### src/rtl/cr_pkg.sv
// Shared constants for the cluster readout filter.
// Assumes: edge request vectors are ordered north, east, south, west.
package cr_pkg;
    localparam int EDGE_N = 0;
    localparam int EDGE_E = 1;
    localparam int EDGE_S = 2;
    localparam int EDGE_W = 3;
    localparam int NEDGE  = 4;
endpackage

### src/rtl/cr_classify.sv
// Stage 1: compares each channel of an accepted slot with both thresholds
// and registers amplitudes plus high/low masks; derives the edge requests.
// Assumes: channel c = row*COLS + col, row 0 north, col 0 west.
module cr_classify #(
    parameter int ROWS = 4,
    parameter int COLS = 4,
    parameter int AW   = 10,
    localparam int NCH = ROWS * COLS
) (
    input  logic              clk,
    input  logic              rst_n,
    input  logic              accept,
    input  logic [NCH*AW-1:0] amp_flat,
    input  logic [AW-1:0]     thr_hi,
    input  logic [AW-1:0]     thr_lo,
    output logic              s1_vld,
    output logic [NCH*AW-1:0] s1_amp,
    output logic [NCH-1:0]    s1_hi,
    output logic [NCH-1:0]    s1_lo,
    output logic [cr_pkg::NEDGE-1:0] edge_req
);
    import cr_pkg::*;

    logic [NCH-1:0] hi_d, lo_d;

    // per-channel threshold comparators
    for (genvar c = 0; c < NCH; c++) begin : g_cmp
        assign hi_d[c] = amp_flat[c*AW +: AW] >= thr_hi;
        assign lo_d[c] = !hi_d[c] && (amp_flat[c*AW +: AW] >= thr_lo);
    end

    // register the classified slot; masks are zero when no slot was taken
    always_ff @(posedge clk) begin
        if (!rst_n) begin
            s1_vld <= 1'b0;
            s1_hi  <= '0;
            s1_lo  <= '0;
            s1_amp <= '0;
        end else begin
            s1_vld <= accept;
            s1_hi  <= accept ? hi_d : '0;
            s1_lo  <= accept ? lo_d : '0;
            if (accept) s1_amp <= amp_flat;
        end
    end

    // OR of high hits along each chip edge
    always_comb begin
        edge_req = '0;
        for (int c = 0; c < COLS; c++) begin
            edge_req[EDGE_N] = edge_req[EDGE_N] | s1_hi[c];
            edge_req[EDGE_S] = edge_req[EDGE_S] | s1_hi[(ROWS-1)*COLS + c];
        end
        for (int r = 0; r < ROWS; r++) begin
            edge_req[EDGE_W] = edge_req[EDGE_W] | s1_hi[r*COLS];
            edge_req[EDGE_E] = edge_req[EDGE_E] | s1_hi[r*COLS + COLS - 1];
        end
    end

    AST_EDGE_ONLY_WITH_SLOT: assert property (@(posedge clk) disable iff (!rst_n)
        (|edge_req) |-> s1_vld);
    AST_CLASS_EXCLUSIVE: assert property (@(posedge clk) disable iff (!rst_n)
        (s1_hi & s1_lo) == '0);
endmodule

### src/rtl/cr_roi_map.sv
// Builds the region of interest from the high hits (3x3 neighbourhood,
// clipped at the border) and the neighbour edge requests, then selects
// the channels to read out.
// Assumes: pure combinational; hi and lo masks are disjoint.
module cr_roi_map #(
    parameter int ROWS = 4,
    parameter int COLS = 4,
    localparam int NCH = ROWS * COLS
) (
    input  logic [NCH-1:0]            hi,
    input  logic [NCH-1:0]            lo,
    input  logic [cr_pkg::NEDGE-1:0]  edge_in,
    output logic [NCH-1:0]            keep
);
    import cr_pkg::*;

    logic [NCH-1:0] region;

    // dilate the high-hit mask and add the requested edge lines
    always_comb begin
        region = '0;
        for (int r = 0; r < ROWS; r++) begin
            for (int c = 0; c < COLS; c++) begin
                for (int dr = -1; dr <= 1; dr++) begin
                    for (int dc = -1; dc <= 1; dc++) begin
                        if ((r + dr >= 0) && (r + dr < ROWS) &&
                            (c + dc >= 0) && (c + dc < COLS) &&
                            hi[(r + dr)*COLS + (c + dc)])
                            region[r*COLS + c] = 1'b1;
                    end
                end
                if ((r == 0        && edge_in[EDGE_N]) ||
                    (r == ROWS - 1 && edge_in[EDGE_S]) ||
                    (c == 0        && edge_in[EDGE_W]) ||
                    (c == COLS - 1 && edge_in[EDGE_E]))
                    region[r*COLS + c] = 1'b1;
            end
        end
    end

    // high hits always pass, low hits only inside the region
    assign keep = hi | (lo & region);
endmodule

### src/rtl/cr_hit_serializer.sv
// Holds the selected-channel mask of one slot and emits one hit per cycle,
// lowest channel first.
// Assumes: load only arrives when the mask has drained.
module cr_hit_serializer #(
    parameter int NCH = 16,
    parameter int AW  = 10,
    localparam int CHW = $clog2(NCH)
) (
    input  logic              clk,
    input  logic              rst_n,
    input  logic              load,
    input  logic [NCH-1:0]    load_mask,
    input  logic [NCH-1:0]    load_hi,
    input  logic [NCH*AW-1:0] load_amp,
    output logic              idle,
    output logic              out_vld,
    output logic [CHW-1:0]    out_ch,
    output logic [AW-1:0]     out_amp,
    output logic              out_hi
);
    logic [NCH-1:0]    mask_q, hi_q, grant;
    logic [NCH*AW-1:0] amp_q;

    // lowest pending channel
    assign grant = mask_q & (~mask_q + 1'b1);

    // priority encoder for the granted channel index
    always_comb begin
        out_ch = '0;
        for (int i = NCH - 1; i >= 0; i--) begin
            if (mask_q[i]) out_ch = CHW'(i);
        end
    end

    // load a new slot or retire the channel just shown
    always_ff @(posedge clk) begin
        if (!rst_n) begin
            mask_q <= '0;
            hi_q   <= '0;
            amp_q  <= '0;
        end else if (load) begin
            mask_q <= load_mask;
            hi_q   <= load_hi;
            amp_q  <= load_amp;
        end else begin
            mask_q <= mask_q & ~grant;
        end
    end

    assign out_vld = |mask_q;
    assign idle    = ~out_vld;
    assign out_amp = amp_q[out_ch*AW +: AW];
    assign out_hi  = hi_q[out_ch];

    AST_LOAD_WHEN_IDLE: assert property (@(posedge clk) disable iff (!rst_n)
        load |-> (mask_q == '0));
    AST_HIT_ASCEND: assert property (@(posedge clk) disable iff (!rst_n)
        (out_vld && $past(out_vld)) |-> (out_ch > $past(out_ch)));
endmodule

### src/rtl/cluster_roi_filter.sv
// Two-threshold cluster readout filter for a ROWS x COLS channel grid.
// Slot taken -> classify (1 cycle, edge requests out) -> region decision
// with neighbour requests -> serial hit stream in channel order.
// Assumes: neighbours present their requests for a slot in the same cycle
// as this block presents its own.
module cluster_roi_filter #(
    parameter int ROWS = 4,
    parameter int COLS = 4,
    parameter int AW   = 10,
    localparam int NCH = ROWS * COLS,
    localparam int CHW = $clog2(NCH)
) (
    input  logic              clk,
    input  logic              rst_n,
    input  logic              slot_valid,
    output logic              slot_ready,
    input  logic [NCH*AW-1:0] slot_amp,
    input  logic [AW-1:0]     thr_hi,
    input  logic [AW-1:0]     thr_lo,
    input  logic [3:0]        roi_in,
    output logic [3:0]        roi_out,
    output logic              hit_valid,
    output logic [CHW-1:0]    hit_ch,
    output logic [AW-1:0]     hit_amp,
    output logic              hit_is_hi
);
    logic              accept, s1_vld, ser_idle;
    logic [NCH*AW-1:0] s1_amp;
    logic [NCH-1:0]    s1_hi, s1_lo, keep;

    assign slot_ready = ~s1_vld & ser_idle;
    assign accept     = slot_valid & slot_ready;

    cr_classify #(.ROWS(ROWS), .COLS(COLS), .AW(AW)) u_classify (
        .clk(clk), .rst_n(rst_n), .accept(accept), .amp_flat(slot_amp),
        .thr_hi(thr_hi), .thr_lo(thr_lo), .s1_vld(s1_vld), .s1_amp(s1_amp),
        .s1_hi(s1_hi), .s1_lo(s1_lo), .edge_req(roi_out)
    );

    cr_roi_map #(.ROWS(ROWS), .COLS(COLS)) u_roi (
        .hi(s1_hi), .lo(s1_lo), .edge_in(roi_in), .keep(keep)
    );

    cr_hit_serializer #(.NCH(NCH), .AW(AW)) u_ser (
        .clk(clk), .rst_n(rst_n), .load(s1_vld), .load_mask(keep),
        .load_hi(s1_hi), .load_amp(s1_amp), .idle(ser_idle),
        .out_vld(hit_valid), .out_ch(hit_ch), .out_amp(hit_amp),
        .out_hi(hit_is_hi)
    );

    AST_READY_DROP: assert property (@(posedge clk) disable iff (!rst_n)
        accept |=> !slot_ready);
    AST_ROI_AFTER_ACCEPT: assert property (@(posedge clk) disable iff (!rst_n)
        (|roi_out) |-> $past(accept));
    AST_NO_HIT_IN_ROI_CYCLE: assert property (@(posedge clk) disable iff (!rst_n)
        $past(accept) |-> !hit_valid);
endmodule

### config.mk
export PLATFORM = sky130hd
export DESIGN_NAME = cluster_roi_filter
export DESIGN_NICKNAME = d
export VERILOG_FILES = /design/src/rtl/cr_pkg.sv /design/src/rtl/cr_classify.sv /design/src/rtl/cr_roi_map.sv /design/src/rtl/cr_hit_serializer.sv /design/src/rtl/cluster_roi_filter.sv
export SDC_FILE = /design/constraint.sdc
export NUM_CORES = 1
export LEC_CHECK = 0
export ABC_CLOCK_PERIOD_IN_PS = 4360
export CAP_MARGIN = 20
export CORE_ASPECT_RATIO = 1.4
export CORE_UTILIZATION = 40
export DETAILED_ROUTE_END_ITERATION = 7
export PLACE_DENSITY = 0.59
export SLEW_MARGIN = 40
export SYNTH_ARGS = -nofsm -noshare
export SYNTH_HDL_FRONTEND = slang
export SYNTH_SLANG_ARGS = --single-unit
### constraint.sdc
create_clock -name clk -period 4.36 [get_ports clk]
set_clock_uncertainty 0.1 [all_clocks]
set_input_delay 0.436 -clock clk [delete_from_list [all_inputs] [get_ports clk]]
set_output_delay 0.436 -clock clk [all_outputs]
set_load 0.02 [all_outputs]
==> run summary, run 1 <==
The repair_antennas step left the layout with diodes totalling 0. The detail route stage leaves a number of antenna-violating nets equal to 0. Maximum buffer depth of the clock tree: 3. The number of global-route vias before repair is 18,800, and the minimum setup slack in the final design is 0.187 ns. The endpoint arrival time on the critical path is 3.64 ns. In the layout the commonest cells are sky130_fd_sc_hd__dfxtp_1 (383), sky130_fd_sc_hd__nand2_1 (352), sky130_fd_sc_hd__ha_1 (320), sky130_fd_sc_hd__a21oi_1 (273), sky130_fd_sc_hd__nor2_1 (229). Before CTS, the worst setup slack after placement is 0.410 ns. The highest metal layer carrying signal wires in the routed design is met4. The post-placement cell area was 0.0247 mm^2.

Flip-flop cell with the highest count after synthesis: sky130_fd_sc_hd__dfxtp_1. The final design instance area without fill is 0.0260 mm^2, and the area of the die is 0.0551 mm^2. The largest fanout of any net on the critical path was 12. In the final layout, the share of cells above drive strength 1 is 5.76%. Leakage power total: 10.4 nW. Summed over all failing endpoints, the final setup total negative slack is 0 ns. The path class of the tightest hold or removal check is reg2reg. The average vias per placed instance is 5.61, and the starting density of the core is 40.6%. The worst pin sits at a relative slew slack of 33.9%. The floorplan step set the die width to 199 um. In this run, the clock network consumes 22.3% of the power. The total DRC errors in the routed layout was 0; the total power per unit cell area was 591 mW/mm^2. Dividing the detail-routed wire length by the instance count gives 23.8 um. Leaving out fill and tap cells, the most frequent cell in the layout is sky130_fd_sc_hd__dfxtp_1. For the insertion delay of the later-clocked pin in the worst-skew pair, the log shows 0.54 ns. The initial antenna violation count is 1, and the worst hold slack across all endpoints is 0.355 ns.

Global routing finished with a remaining overflow of 0. First-pass GRT wire length: 120 mm. The clock drives 385 sinks. In the synthesized netlist the async set-or-reset flop fraction comes to 0%. The minimum clock period works out to 4.17 ns. Buffers inserted during clock tree synthesis total 40.

The run gives 32.9% as the sequential share of power. The run finished with clean final reports. The maximum number of pins on one net before global-route repair is 115. TritonCTS built the clock tree. For the via count, the log shows 19,000. The internal power of the cells totals 9.07 mW. The run gives 39.3 mm as the routed length on met2. HPWL after detailed placement: 61.0 mm.

208 I/O pins were placed. The number of enable flip-flop cells after synthesis was 0. Worst reg-to-reg path cell count: 7. In this run switching power makes up 41.1% of total power. Dividing the final minimum period by the clock period gives 95.7%. For this design the total switching power over the nets is 6.32 mW. In the synthesized netlist, the number of instances is 2,461. The portion of total power attributed to combinational logic was 44.8%.

The tool flagged a number of max-cap violations equal to 0. After detailed routing, the met3 layer carries 2.94 mm of wire. The tools report the final hold violation count as 0. The yosys synthesis warning count came out at 0. At the pin with the least slew margin, the transition time is 0.990 ns. The tools report the number of max-slew violations in the final report as 0. The worst setup path is launched from a flip-flop. The detailed router finished its first iteration with 1,285 violations.

Relative to the synthesized area, the layout overhead comes to 20.3%. Row generation in the floorplan step produced 100 rows. The total iterations of the first detailed-routing run is 5. The kind of end point of the critical path was a primary output.

The root buffer cell chosen for the clock tree is sky130_fd_sc_hd__clkbuf_16. The run gives 80.6 mm as the total wire length after detailed routing. The met1 wire length is 35.5 mm, and the number of instances on the worst hold path is 2. VDD sags by at most 0.000495 V. In this run the tool buffered the top-level ports with 207 buffer cells. After synthesis, the mean cell area works out to 8.80 um^2. At the end of routability-driven placement, the weighted congestion stood at 0.939. The cell area after synthesis was 0.0217 mm^2. The total track usage is 29.2%.

The critical path in this run is classified as reg2out. When the netlist entered floorplanning its net count stood at 2,968. At the end of the flow, the number of nets in the layout was 3,154. The clock input transition at the sequential cells of the worst setup and hold paths came out at 0.06 ns. The die span in y came out at 277 um.

The number of distinct library cell variants in the gate-level netlist after synthesis came out at 57. Summing internal, switching and leakage power gives 15.4 mW. The number of levels the H-tree was split into was 2. The share of synthesized area occupied by flip-flops and latches was 35.6%; the required time at the endpoint of the critical path was 3.82 ns.

The total core area is 0.0533 mm^2, and the register bit total from synthesis is 385. The logs give 0 for the number of endpoints failing setup at the final stage and 240 MHz for the highest clock frequency the design can meet.
==> final cells by class <==
class / count / area (um^2)
sequential: 385 / 7710
inverter: 48 / 188
timing repair buffer: 271 / 2680
clock buffer: 57 / 1150
tap: 714 / 893
fill: 5235 / 27300
clock inverter: 12 / 149
multi-input combinational: 1901 / 13300
==> power by group through the flow <==
| stage | Combinational, mW | Clock, mW | Sequential [mW] |
|---|---|---|---|
| floorplan | 4.51 | 0 | 4.76 |
| global placement | 6.71 | 0 | 5.12 |
| detailed placement | 6.81 | 0 | 5.13 |
| CTS | 6.84 | 3.48 | 5.06 |
| global route | 7.46 | 3.63 | 5.15 |
| finish | 6.90 | 3.42 | 5.07 |
==> flip-flops by register name (all words and copies together) (netlist names) <==
signal and flops:
u_classify.s1_lo 16, u_ser.amp_q 160, u_classify.s1_hi 16, u_classify.s1_vld 1, u_ser.mask_q 16, u_classify.s1_amp 160
u_ser.hi_q 16
==> cell usage after synthesis, drive strengths merged, types with 15 or more instances <==
library cell	instances	share of area [%]
dfxtp	385	36
nand2	356	6.2
ha	320	18
a21oi	274	6.3
nor2	231	4.1
mux2i	200	9.2
clkbuf	79	1.4
a21o	70	2.4
o21ai	65	1.5
buf	48	1.2
inv	48	0.83
o21a	44	1.5
nor3	43	1.0
nand2b	33	0.95
a211oi	31	1.1
nand3	31	0.72
o211ai	27	0.94
or3	26	0.75
nor2b	19	0.55
o41ai	16	0.65
a2111oi	15	0.64
==> per-stage QoR <==
step           instances  util, %
2_1_floorplan       2461        -
3_3_place_gp        3315     46.2
3_5_place_dp        3316     46.3
4_1_cts             3385     48.8
5_1_grt             3388     48.9
6_report            3388     48.9
==> path summary, 6_finish.rpt <==
path,start,endpoint,slack (ns)
worst max-delay path,u_ser.mask_q[8]$_SDFF_PN0_,hit_amp[7],0.19
worst min-delay path,u_classify.s1_amp[106]$_SDFFE_PN0P_,u_classify.s1_amp[106]$_SDFFE_PN0P_,0.35
worst max register to register,u_ser.mask_q[3]$_SDFF_PN0_,u_classify.s1_lo[13]$_SDFF_PN0_,1.20
worst min register to register,u_classify.s1_amp[106]$_SDFFE_PN0P_,u_classify.s1_amp[106]$_SDFFE_PN0P_,0.35
==> layer usage <==
layer	vias to the layer above	GRT usage (%)
li1	9201	-
met1	9183	37.6
met2	487	50.6
met3	119	2.36
met4	0	10.3
met5	-	0
==> critical path, cell delays in order, from the launching register on <==
cell,delay [ns]
sky130_fd_sc_hd__dfxtp_1,0.40
sky130_fd_sc_hd__nor3_1,0.19
sky130_fd_sc_hd__o21ai_0,0.23
sky130_fd_sc_hd__o2111a_2,0.24
sky130_fd_sc_hd__buf_4,0.16
sky130_fd_sc_hd__nor2_4,0.26
sky130_fd_sc_hd__buf_6,0.25
sky130_fd_sc_hd__mux2i_1,0.10
sky130_fd_sc_hd__o211ai_1,0.31
sky130_fd_sc_hd__and4_1,0.31
sky130_fd_sc_hd__clkdlybuf4s50_1,0.63
==> what timing repair did <==
action | in CTS | in global routing
resized for setup | 3 | 9
pin swaps | 0 | 3
setup endpoints to repair | 7 | 8
hold buffers | 0 | 0
buffers inserted | 0 | 3
==> cells by family after synthesis <==
| family | synth area share [%] |
|---|---|
| adder cells (fa/ha/maj) | 18.5 |
| AND/OR/NAND/NOR | 15.7 |
| buffers and inverters | 3.40 |
| AO/OA/AOI/OAI | 17.4 |
| flip-flops | 35.6 |
| multiplexers | 9.40 |
(Power assumes the default switching activity.)
==> run 2, diff against run 1 <==
--- a/config.mk
+++ b/config.mk
@@ -8,10 +8,11 @@
 export ABC_CLOCK_PERIOD_IN_PS = 4360
 export CAP_MARGIN = 20
 export CORE_ASPECT_RATIO = 1.4
+export CORE_MARGIN = 2
 export CORE_UTILIZATION = 40
 export DETAILED_ROUTE_END_ITERATION = 7
 export PLACE_DENSITY = 0.59
-export SLEW_MARGIN = 40
+export SLEW_MARGIN = 15
 export SYNTH_ARGS = -nofsm -noshare
 export SYNTH_HDL_FRONTEND = slang
 export SYNTH_SLANG_ARGS = --single-unit
==> run 2 against run 1 <==
The run now ends with DRC left. Flip-flop and latch count stayed put. Clock-buffer cell count up 2. Worst setup slack lost 0.058 ns. Combinational power is 2% higher. Utilization up 0.13 points. Non-clock buffer count rose by 2. Routed wire length is 0.65% higher. First-iteration DRC count decreased by 9.9%. Total power increased by 1.1%. Clock power is 1% higher. Critical path type unchanged. Critical endpoint unchanged. Largest power group unchanged.
==> run summary, run 2 (synthesized netlist as in run 1, its figures left out) <==
The run finished, with violations left. The checks that failed: DRC. The tools report the register-to-register setup slack as 1.12 ns (-0.08 ns). The layout overhead on the synthesized area was 20.6%.

The run gives 0 (unchanged) as the final hold violation count. The run gives 120 mm (about the same) as the first-pass GRT wire length. The average wire per cell in the routed design is 23.9 um (+0.56%), and the average vias per placed instance is 5.63 (+0.44%). The largest fanout of any net on the critical path was 16 (+4). After detailed routing, no signal wire sits above met5. The area of the die was 0.0560 mm^2 (+1.7%). Setup repair after global routing left no endpoint under its margin. The largest registers in the layout are u_classify.s1_amp (160), u_ser.amp_q (160).

The tools report the startpoint of the worst setup timing path as u_ser.mask_q[3]$_SDFF_PN0_. Leaving out fill and tap cells, the most frequent cells in the layout are sky130_fd_sc_hd__dfxtp_1 (384), sky130_fd_sc_hd__nand2_1 (353), sky130_fd_sc_hd__ha_1 (320), sky130_fd_sc_hd__a21oi_1 (273), sky130_fd_sc_hd__nor2_1 (229). The routed length on met2 was 40.5 mm (+2.9%).

The run gives 28.4% (-0.80 points) as the total track usage. The number of top-level pins is 208 (unchanged), and the total DRC errors in the routed layout is 5 (+5). On the critical path the largest part of the delay comes from buffers and inverters.

The total chip power is 15.6 mW (+1.1%). In this run the most critical hold path is launched from u_classify.s1_amp[55]$_SDFFE_PN0P_. The met3 layer wire length in the routed design was 2.95 mm (+0.61%); the total core area was 0.0533 mm^2 (unchanged). For the number of levels the H-tree was split into, the log shows 2 (unchanged).

TritonCTS built the clock tree. The slew at the pin closest to its max-slew limit was 1.17 ns (+0.178 ns). The antenna diode count came out at 0 (unchanged). Relative max-transition margin: 22.0% (-12 points). The clock input transition at the sequential cells of the worst setup and hold paths works out to 0.06 ns (about the same).

The tools report the worst supply voltage drop on vdd as 0.000733 V (+48%). Required time at the endpoint of the critical path: 3.82 ns (about the same). The worst reg-to-reg path cell count is 9 (+2). The maximum single-stage delay on the critical path is 0.63 ns (about the same), and the final worst-path cycle share is 97.0% (+1.3 points). The tools report the kind of end point of the critical path as a primary output.

Minimum clock period: 4.23 ns (+0.0577 ns). The tools report the count of max-cap constraint violations as 0 (unchanged). The capture instance of the worst register-to-register path was u_classify.s1_amp[79]$_SDFFE_PN0P_. The HPWL after detailed placement was 60.0 mm (-1.7%); the total global routing overflow was 0 (unchanged).

The tools report the clock buffer count from CTS as 38 (-5.0%). The maximum buffer depth of the clock tree came out at 3 (unchanged). The signal on the critical path passes through nor2b_1 > o21bai_2 > o2111a_2 > buf_4 > nor2_4 > buf_4 > mux2i_1 > o211ai_1 > and4_1 > clkdlybuf4s50_1.

Number of max-slew violations in the final report: 0 (unchanged). Post-route core utilization: 49.0% (+0.13 points). The number of hold buffers added after cts was 0 (unchanged). The library cell used most frequently in the layout, excluding fill and tap cells, is sky130_fd_sc_hd__dfxtp_1. The total iterations of the first detailed-routing run was 8 (+3). STA classifies the critical path startpoint as a flip-flop.

The number of buffers added on ports was 207 (unchanged). In this run the worst hold path is classified as reg2reg. The starting density of the core is 40.6% (unchanged), and the last weighted congestion value of the routability-driven placer is 1.00 (+6.9%). The category of the most critical setup path was reg2out. The x dimension of the die was 201 um (+1.0%); the total number of placement rows was 100 (unchanged). The most used cell along the critical path is sky130_fd_sc_hd__buf_4. The via count was 19,100 (+0.53%). Among all stages on the critical path, the largest delay is contributed by sky130_fd_sc_hd__clkdlybuf4s50_1. The met1 wire length is 34.0 mm (-4.1%). The die span in y works out to 279 um (+0.72%). The remaining number of nets flagged by the antenna check after routing was 0 (unchanged); the maximum number of pins on one net before global-route repair was 161 (+40%). The insertion delay of the later-clocked pin in the worst-skew pair was 0.54 ns (about the same); the initial detailed-routing violation count was 1,158 (-9.9%). The tools report the buffer type at the clock tree root as sky130_fd_sc_hd__clkbuf_16. The fraction of layout cells with a size suffix above 1 works out to 6.01% (+0.26 points). The clock sink total was 385 (unchanged). The count of buffering cells on the critical path with inverters included is 3 (unchanged).

Launching point of the worst reg2reg path: u_ser.mask_q[2]$_SDFF_PN0_. The total power per unit cell area was 596 mW/mm^2 (+0.84%); the total wire length after detailed routing was 81.1 mm (+0.65%). The highest clock frequency the design can meet is 236 MHz (-1.4%), and the endpoint arrival time on the critical path is 3.69 ns (+0.05 ns). The tools report the number of global-route vias before repair as 19,000 (+0.95%). The final net count is 3,155 (+0.032%), and the number of endpoints failing setup at the final stage is 0 (unchanged).

The number of instances on the worst hold path was 2 (unchanged); the leakage power total was 10.5 nW (+0.22%). The destination of the worst hold path is u_classify.s1_amp[55]$_SDFFE_PN0P_. The tools report the initial antenna violation count as 1 (unchanged).
## run 2: cell count changes in the layout (fill, tap and decap cells not counted), sizes merged
cell      previous run  this run
clkinv               5         2
clkbuf              57        59
a211oi              31        32
clkinvlp             1         2
buf                 67        69
## run 2: repair_timing
item / 4_1_cts / 5_1_grt
gates resized for setup: 9 / 5
cloned: 1 / 0
buffers inserted: 4 / 2
pin swaps: 3 / 2
setup endpoints to repair: 11 / 6
## run 2: worst max-delay path by stage
stage                       endpoint  slack [ns]  depth (start not counted)
after floorplan           hit_amp[0]        1.41                          9
after global placement    hit_amp[0]        0.03                         10
after detailed placement  hit_amp[0]      -0.007                         10
after CTS                 hit_amp[9]       0.007                          9
after global routing      hit_amp[6]        0.01                         10
final                     hit_amp[7]        0.13                         10
## run 2: report_power, final
group | leakage (nW) | total (mW) | switching (mW) | internal, mW
clock network | 0.645 | 3.47 | 1.41 | 2.06
registers | 3.12 | 5.02 | 0.648 | 4.37
logic | 6.69 | 7.06 | 4.32 | 2.75
total | 10.5 | 15.6 | 6.38 | 9.18
## run 2: per-layer routing
layer  up-vias  global-route usage [%]
met3       153                    2.94
met1      9247                    34.0
met2       493                    51.6
met4         2                    11.9
met5         -                       0
li1       9195                       -
## run 2: through the flow
stage	setup WS [ns]	cell area, um^2	setup TNS, ns	hold slack, ns	cells
2_1_floorplan	1.41	21700	0	0.336	2461
3_3_place_gp	0.0283	24600	0	0.345	3315
3_5_place_dp	-0.00719	24600	-0.0127	0.349	3315
4_1_cts	0.00739	26000	0	0.357	3389
5_1_grt	0.0116	26100	0	0.373	3391
6_report	0.129	26100	0	0.355	3391
## run 2: worst reg2reg max path, cell delays in order, from the launching register on
cell and delay (ns):
sky130_fd_sc_hd__dfxtp_1 0.31, sky130_fd_sc_hd__buf_4 0.16, sky130_fd_sc_hd__or4_4 0.61, sky130_fd_sc_hd__nor2_8 0.20, sky130_fd_sc_hd__nand2_4 0.08, sky130_fd_sc_hd__nor3_4 0.32, sky130_fd_sc_hd__nand2_4 0.52, sky130_fd_sc_hd__buf_12 0.43
sky130_fd_sc_hd__nand2_1 0.30, sky130_fd_sc_hd__a21oi_1 0.07
## run 2: final cells by class
cell class                 instances  area (um^2)
multi-input combinational       1902        13300
inverter                          48          188
sequential                       385         7710
timing repair buffer             273         2680
clock buffer                      59         1180
tap                              714          893
fill                            5169        27200
clock inverter                    10          141
==> run 3, diff against run 2 <==
--- a/config.mk
+++ b/config.mk
@@ -9,9 +9,9 @@
 export CAP_MARGIN = 20
 export CORE_ASPECT_RATIO = 1.4
 export CORE_MARGIN = 2
-export CORE_UTILIZATION = 40
+export CORE_UTILIZATION = 60
 export DETAILED_ROUTE_END_ITERATION = 7
-export PLACE_DENSITY = 0.59
+export PLACE_DENSITY = 0.83
 export SLEW_MARGIN = 15
 export SYNTH_ARGS = -nofsm -noshare
 export SYNTH_HDL_FRONTEND = slang
==> run 3 against run 2 <==
The run now ends clean. Clock power shrank 5%. Sequential power grew 1%. Via count grew 4.9%. Total power shrank 1.8%. Die area shrank 33%. Non-clock buffer count shrank 13. Flip-flop and latch count is the same.
==> run summary, run 3 (synthesized netlist as in run 1, its figures left out) <==
The run gives 3,053 (-7.9%) as the placed cell count. The critical path in this run is classified as reg2out. TritonCTS built the clock tree.

The library cells used most frequently in the layout, excluding fill and tap cells, are sky130_fd_sc_hd__dfxtp_1 (384), sky130_fd_sc_hd__nand2_1 (353), sky130_fd_sc_hd__ha_1 (320), sky130_fd_sc_hd__a21oi_1 (273), sky130_fd_sc_hd__nor2_1 (229). The relative max-transition margin came out at 21.5% (-0.47 points). The largest fanout of any net on the critical path is 16 (unchanged). The total DRC errors in the routed layout came out at 0 (-5). Among cell families on the critical path, the largest total delay comes from simple AND/OR/NAND/NOR gates. The library cell used most frequently in the layout, excluding fill and tap cells, is sky130_fd_sc_hd__dfxtp_1.

Clock input transition at the sequential cells of the worst setup and hold paths: 0.06 ns (about the same). The fraction of power spent switching nets was 41.6% (+0.63 points); the post-placement cell area was 0.0242 mm^2 (-1.6%). The maximum buffer depth of the clock tree is 3 (unchanged), and the clock sink total is 385 (unchanged). The minimum setup slack in the final design was 0.130 ns (+0.00123 ns). The largest registers in the layout are u_classify.s1_amp (160), u_ser.amp_q (160). The tools report the insertion delay of the later-clocked pin in the worst-skew pair as 0.54 ns (about the same). The path class of the tightest hold or removal check is reg2reg.

Fraction of layout cells with a size suffix above 1: 5.44% (-0.57 points). The tools report the post-placement setup slack as 0.331 ns (+0.339 ns). The final instance count without filler cells was 3,125 (-7.8%). Standard cell with the maximum stage delay on the critical path: sky130_fd_sc_hd__clkdlybuf4s50_1.

The average vias per placed instance works out to 6.41 (+14%). The tools report the element type at the critical path start as a flip-flop. The layout overhead on the synthesized area is 18.2%, and the register-to-register setup slack is 1.18 ns (+0.06 ns).

The sequential share of power came out at 33.2% (+0.9 points). For the number of levels the H-tree was split into, the log shows 2 (unchanged). The clock buffer count from CTS was 37 (-2.6%); the final hold violation count was 0 (unchanged). Highest clock frequency the design can meet: 236 MHz (about the same).

The buffer type at the clock tree root is sky130_fd_sc_hd__clkbuf_16. The run gives 20,000 (+4.9%) as the via count. The final worst-path cycle share was 97.0% (about the same).

The run gives 0 (-1) as the initial antenna violation count. The maximum single-stage delay on the critical path is 0.63 ns (about the same). Kind of end point of the critical path: a primary output. The tools report the number of hold buffers added after cts as 0 (unchanged). The first-pass GRT wire length was 117 mm (-2.5%).

The signal on the critical path passes through nor2_1 > o21ai_0 > a311o_1 > nand2_1 > inv_1 > or3_1 > o211ai_1 > and4_1 > clkdlybuf4s50_1. The count of buffering cells on the critical path with inverters included was 2 (-1). The total core area was 0.0357 mm^2 (-33%); the internal power consumption was 8.91 mW (-2.8%). The average wire per cell in the routed design is 25.2 um (+5.3%).

For the leakage power total, the log shows 10.4 nW (-0.90%). The total iterations of the first detailed-routing run was 5 (-3); the final design instance area without fill was 0.0256 mm^2 (-1.9%). The total wire length after detailed routing is 78.7 mm (-2.9%). The antenna diode count came out at 0 (unchanged). For the total negative slack for setup checks, the log shows 0 ns (unchanged). The x dimension of the die was 165 um (-18%); the HPWL after detailed placement was 56.8 mm (-5.3%). The logs give 41.2% (+13 points) for the total track usage and 45.3% (about the same) for the portion of total power attributed to combinational logic. The tools report the endpoint arrival time on the critical path as 3.69 ns (about the same).

The logs give 0 (unchanged) for the number of endpoints failing setup at the final stage and 1,719 (+48%) for the initial detailed-routing violation count. Power dissipated by switching net loads: 6.36 mW (-0.28%). Minimum clock period: 4.23 ns (-0.00123 ns). The last weighted congestion value of the routability-driven placer is 0.937 (-6.6%). The remaining number of nets flagged by the antenna check after routing is 0 (unchanged), and the area of the die is 0.0377 mm^2 (-33%). The count of max-cap constraint violations was 0 (unchanged); the total power per unit cell area was 597 mW/mm^2 (+0.16%). The worst supply voltage drop on vdd came out at 0.00192 V (+160%). The run finished with clean final reports. The tools report the final net count as 3,141 (-0.44%).

The slew at the pin closest to its max-slew limit was 1.18 ns (+0.00698 ns); the die span in y was 229 um (-18%). Setup repair after global routing left no endpoint under its margin. The logs give 60.7% (+20 points) for the starting density of the core and 21.4% (-0.9 points) for the clock share of power.

The required time at the endpoint of the critical path came out at 3.82 ns (about the same). The total number of placement rows was 82 (-18%); the total global routing overflow was 0 (unchanged). The logs give 0 (unchanged) for the number of max-slew violations in the final report and 208 (unchanged) for the number of top-level pins. The maximum number of pins on one net before global-route repair was 142 (-12%); the number of buffers added on ports was 207 (unchanged). The number of global-route vias before repair came out at 19,700 (+3.8%).
-- run 3: changes by cell type in the layout (fill, tap and decap cells not counted), moves of 3 or more --
cell,previous run,this run
sky130_fd_sc_hd__buf_4,59,42
sky130_fd_sc_hd__clkbuf_1,9,2
sky130_fd_sc_hd__clkinv_2,2,8
sky130_fd_sc_hd__clkdlybuf4s50_1,204,207
sky130_fd_sc_hd__clkinv_4,0,3
-- run 3: layout make-up --
| type | count | area [um^2] |
|---|---|---|
| clock inverter | 18 | 145 |
| multi-input combinational | 1902 | 13300 |
| clock buffer | 50 | 1110 |
| tap | 462 | 578 |
| timing repair buffer | 260 | 2600 |
| fill | 2667 | 10100 |
| inverter | 48 | 188 |
| sequential | 385 | 7710 |
-- run 3: timing repair --
item / CTS / global route
buffers inserted: 1 / 1
gates resized for setup: 6 / 9
endpoints found under the hold margin: 0 / 0
cloned: 1 / 0
setup endpoints to repair: 9 / 11
pin swaps: 2 / 2
-- run 3: metal layers --
layer	wire length, um	up-vias	global-route usage, %
met4	5520	0	25.5
met5	0	-	0
met1	30700	9631	50.3
met3	5870	278	7.00
met2	36700	953	67.1
li1	-	9161	-
-- run 3: final timing paths --
| path | cells past startpoint | start | endpoint |
|---|---|---|---|
| setup / recovery | 9 | u_ser.mask_q[6]$_SDFF_PN0_ | hit_amp[2] |
| hold / removal | 2 | u_classify.s1_amp[96]$_SDFFE_PN0P_ | u_classify.s1_amp[96]$_SDFFE_PN0P_ |
| setup reg to reg | 7 | u_ser.mask_q[2]$_SDFF_PN0_ | u_classify.s1_lo[7]$_SDFF_PN0_ |
| hold reg to reg | 2 | u_classify.s1_amp[96]$_SDFFE_PN0P_ | u_classify.s1_amp[96]$_SDFFE_PN0P_ |
-- run 3: power groups by stage --
| stage | logic (mW) | registers [mW] | clock network, mW |
|---|---|---|---|
| 6_report | 6.93 | 5.07 | 3.28 |
| 2_1_floorplan | 4.51 | 4.76 | 0 |
| 3_3_place_gp | 6.49 | 5.09 | 0 |
| 4_1_cts | 6.78 | 5.04 | 3.28 |
| 3_5_place_dp | 6.65 | 5.11 | 0 |
| 5_1_grt | 7.42 | 5.14 | 3.41 |
-- run 3: tightest hold or removal path: cells and delay by family, from the launching register on --
kind               cells  cell delay, ns
AOI/OAI and AO/OA      1            0.05
and+or+nand+nor        1            0.05
DFF                    1            0.31
-- run 3: per-stage QoR --
step | total power, mW | util (%) | hold WS [ns]
2_1_floorplan | 9.28 | - | 0.336
3_3_place_gp | 11.6 | 67.9 | 0.343
3_5_place_dp | 11.8 | 67.9 | 0.347
4_1_cts | 15.1 | 71.5 | 0.358
5_1_grt | 16.0 | 71.7 | 0.374
6_report | 15.3 | 71.7 | 0.358
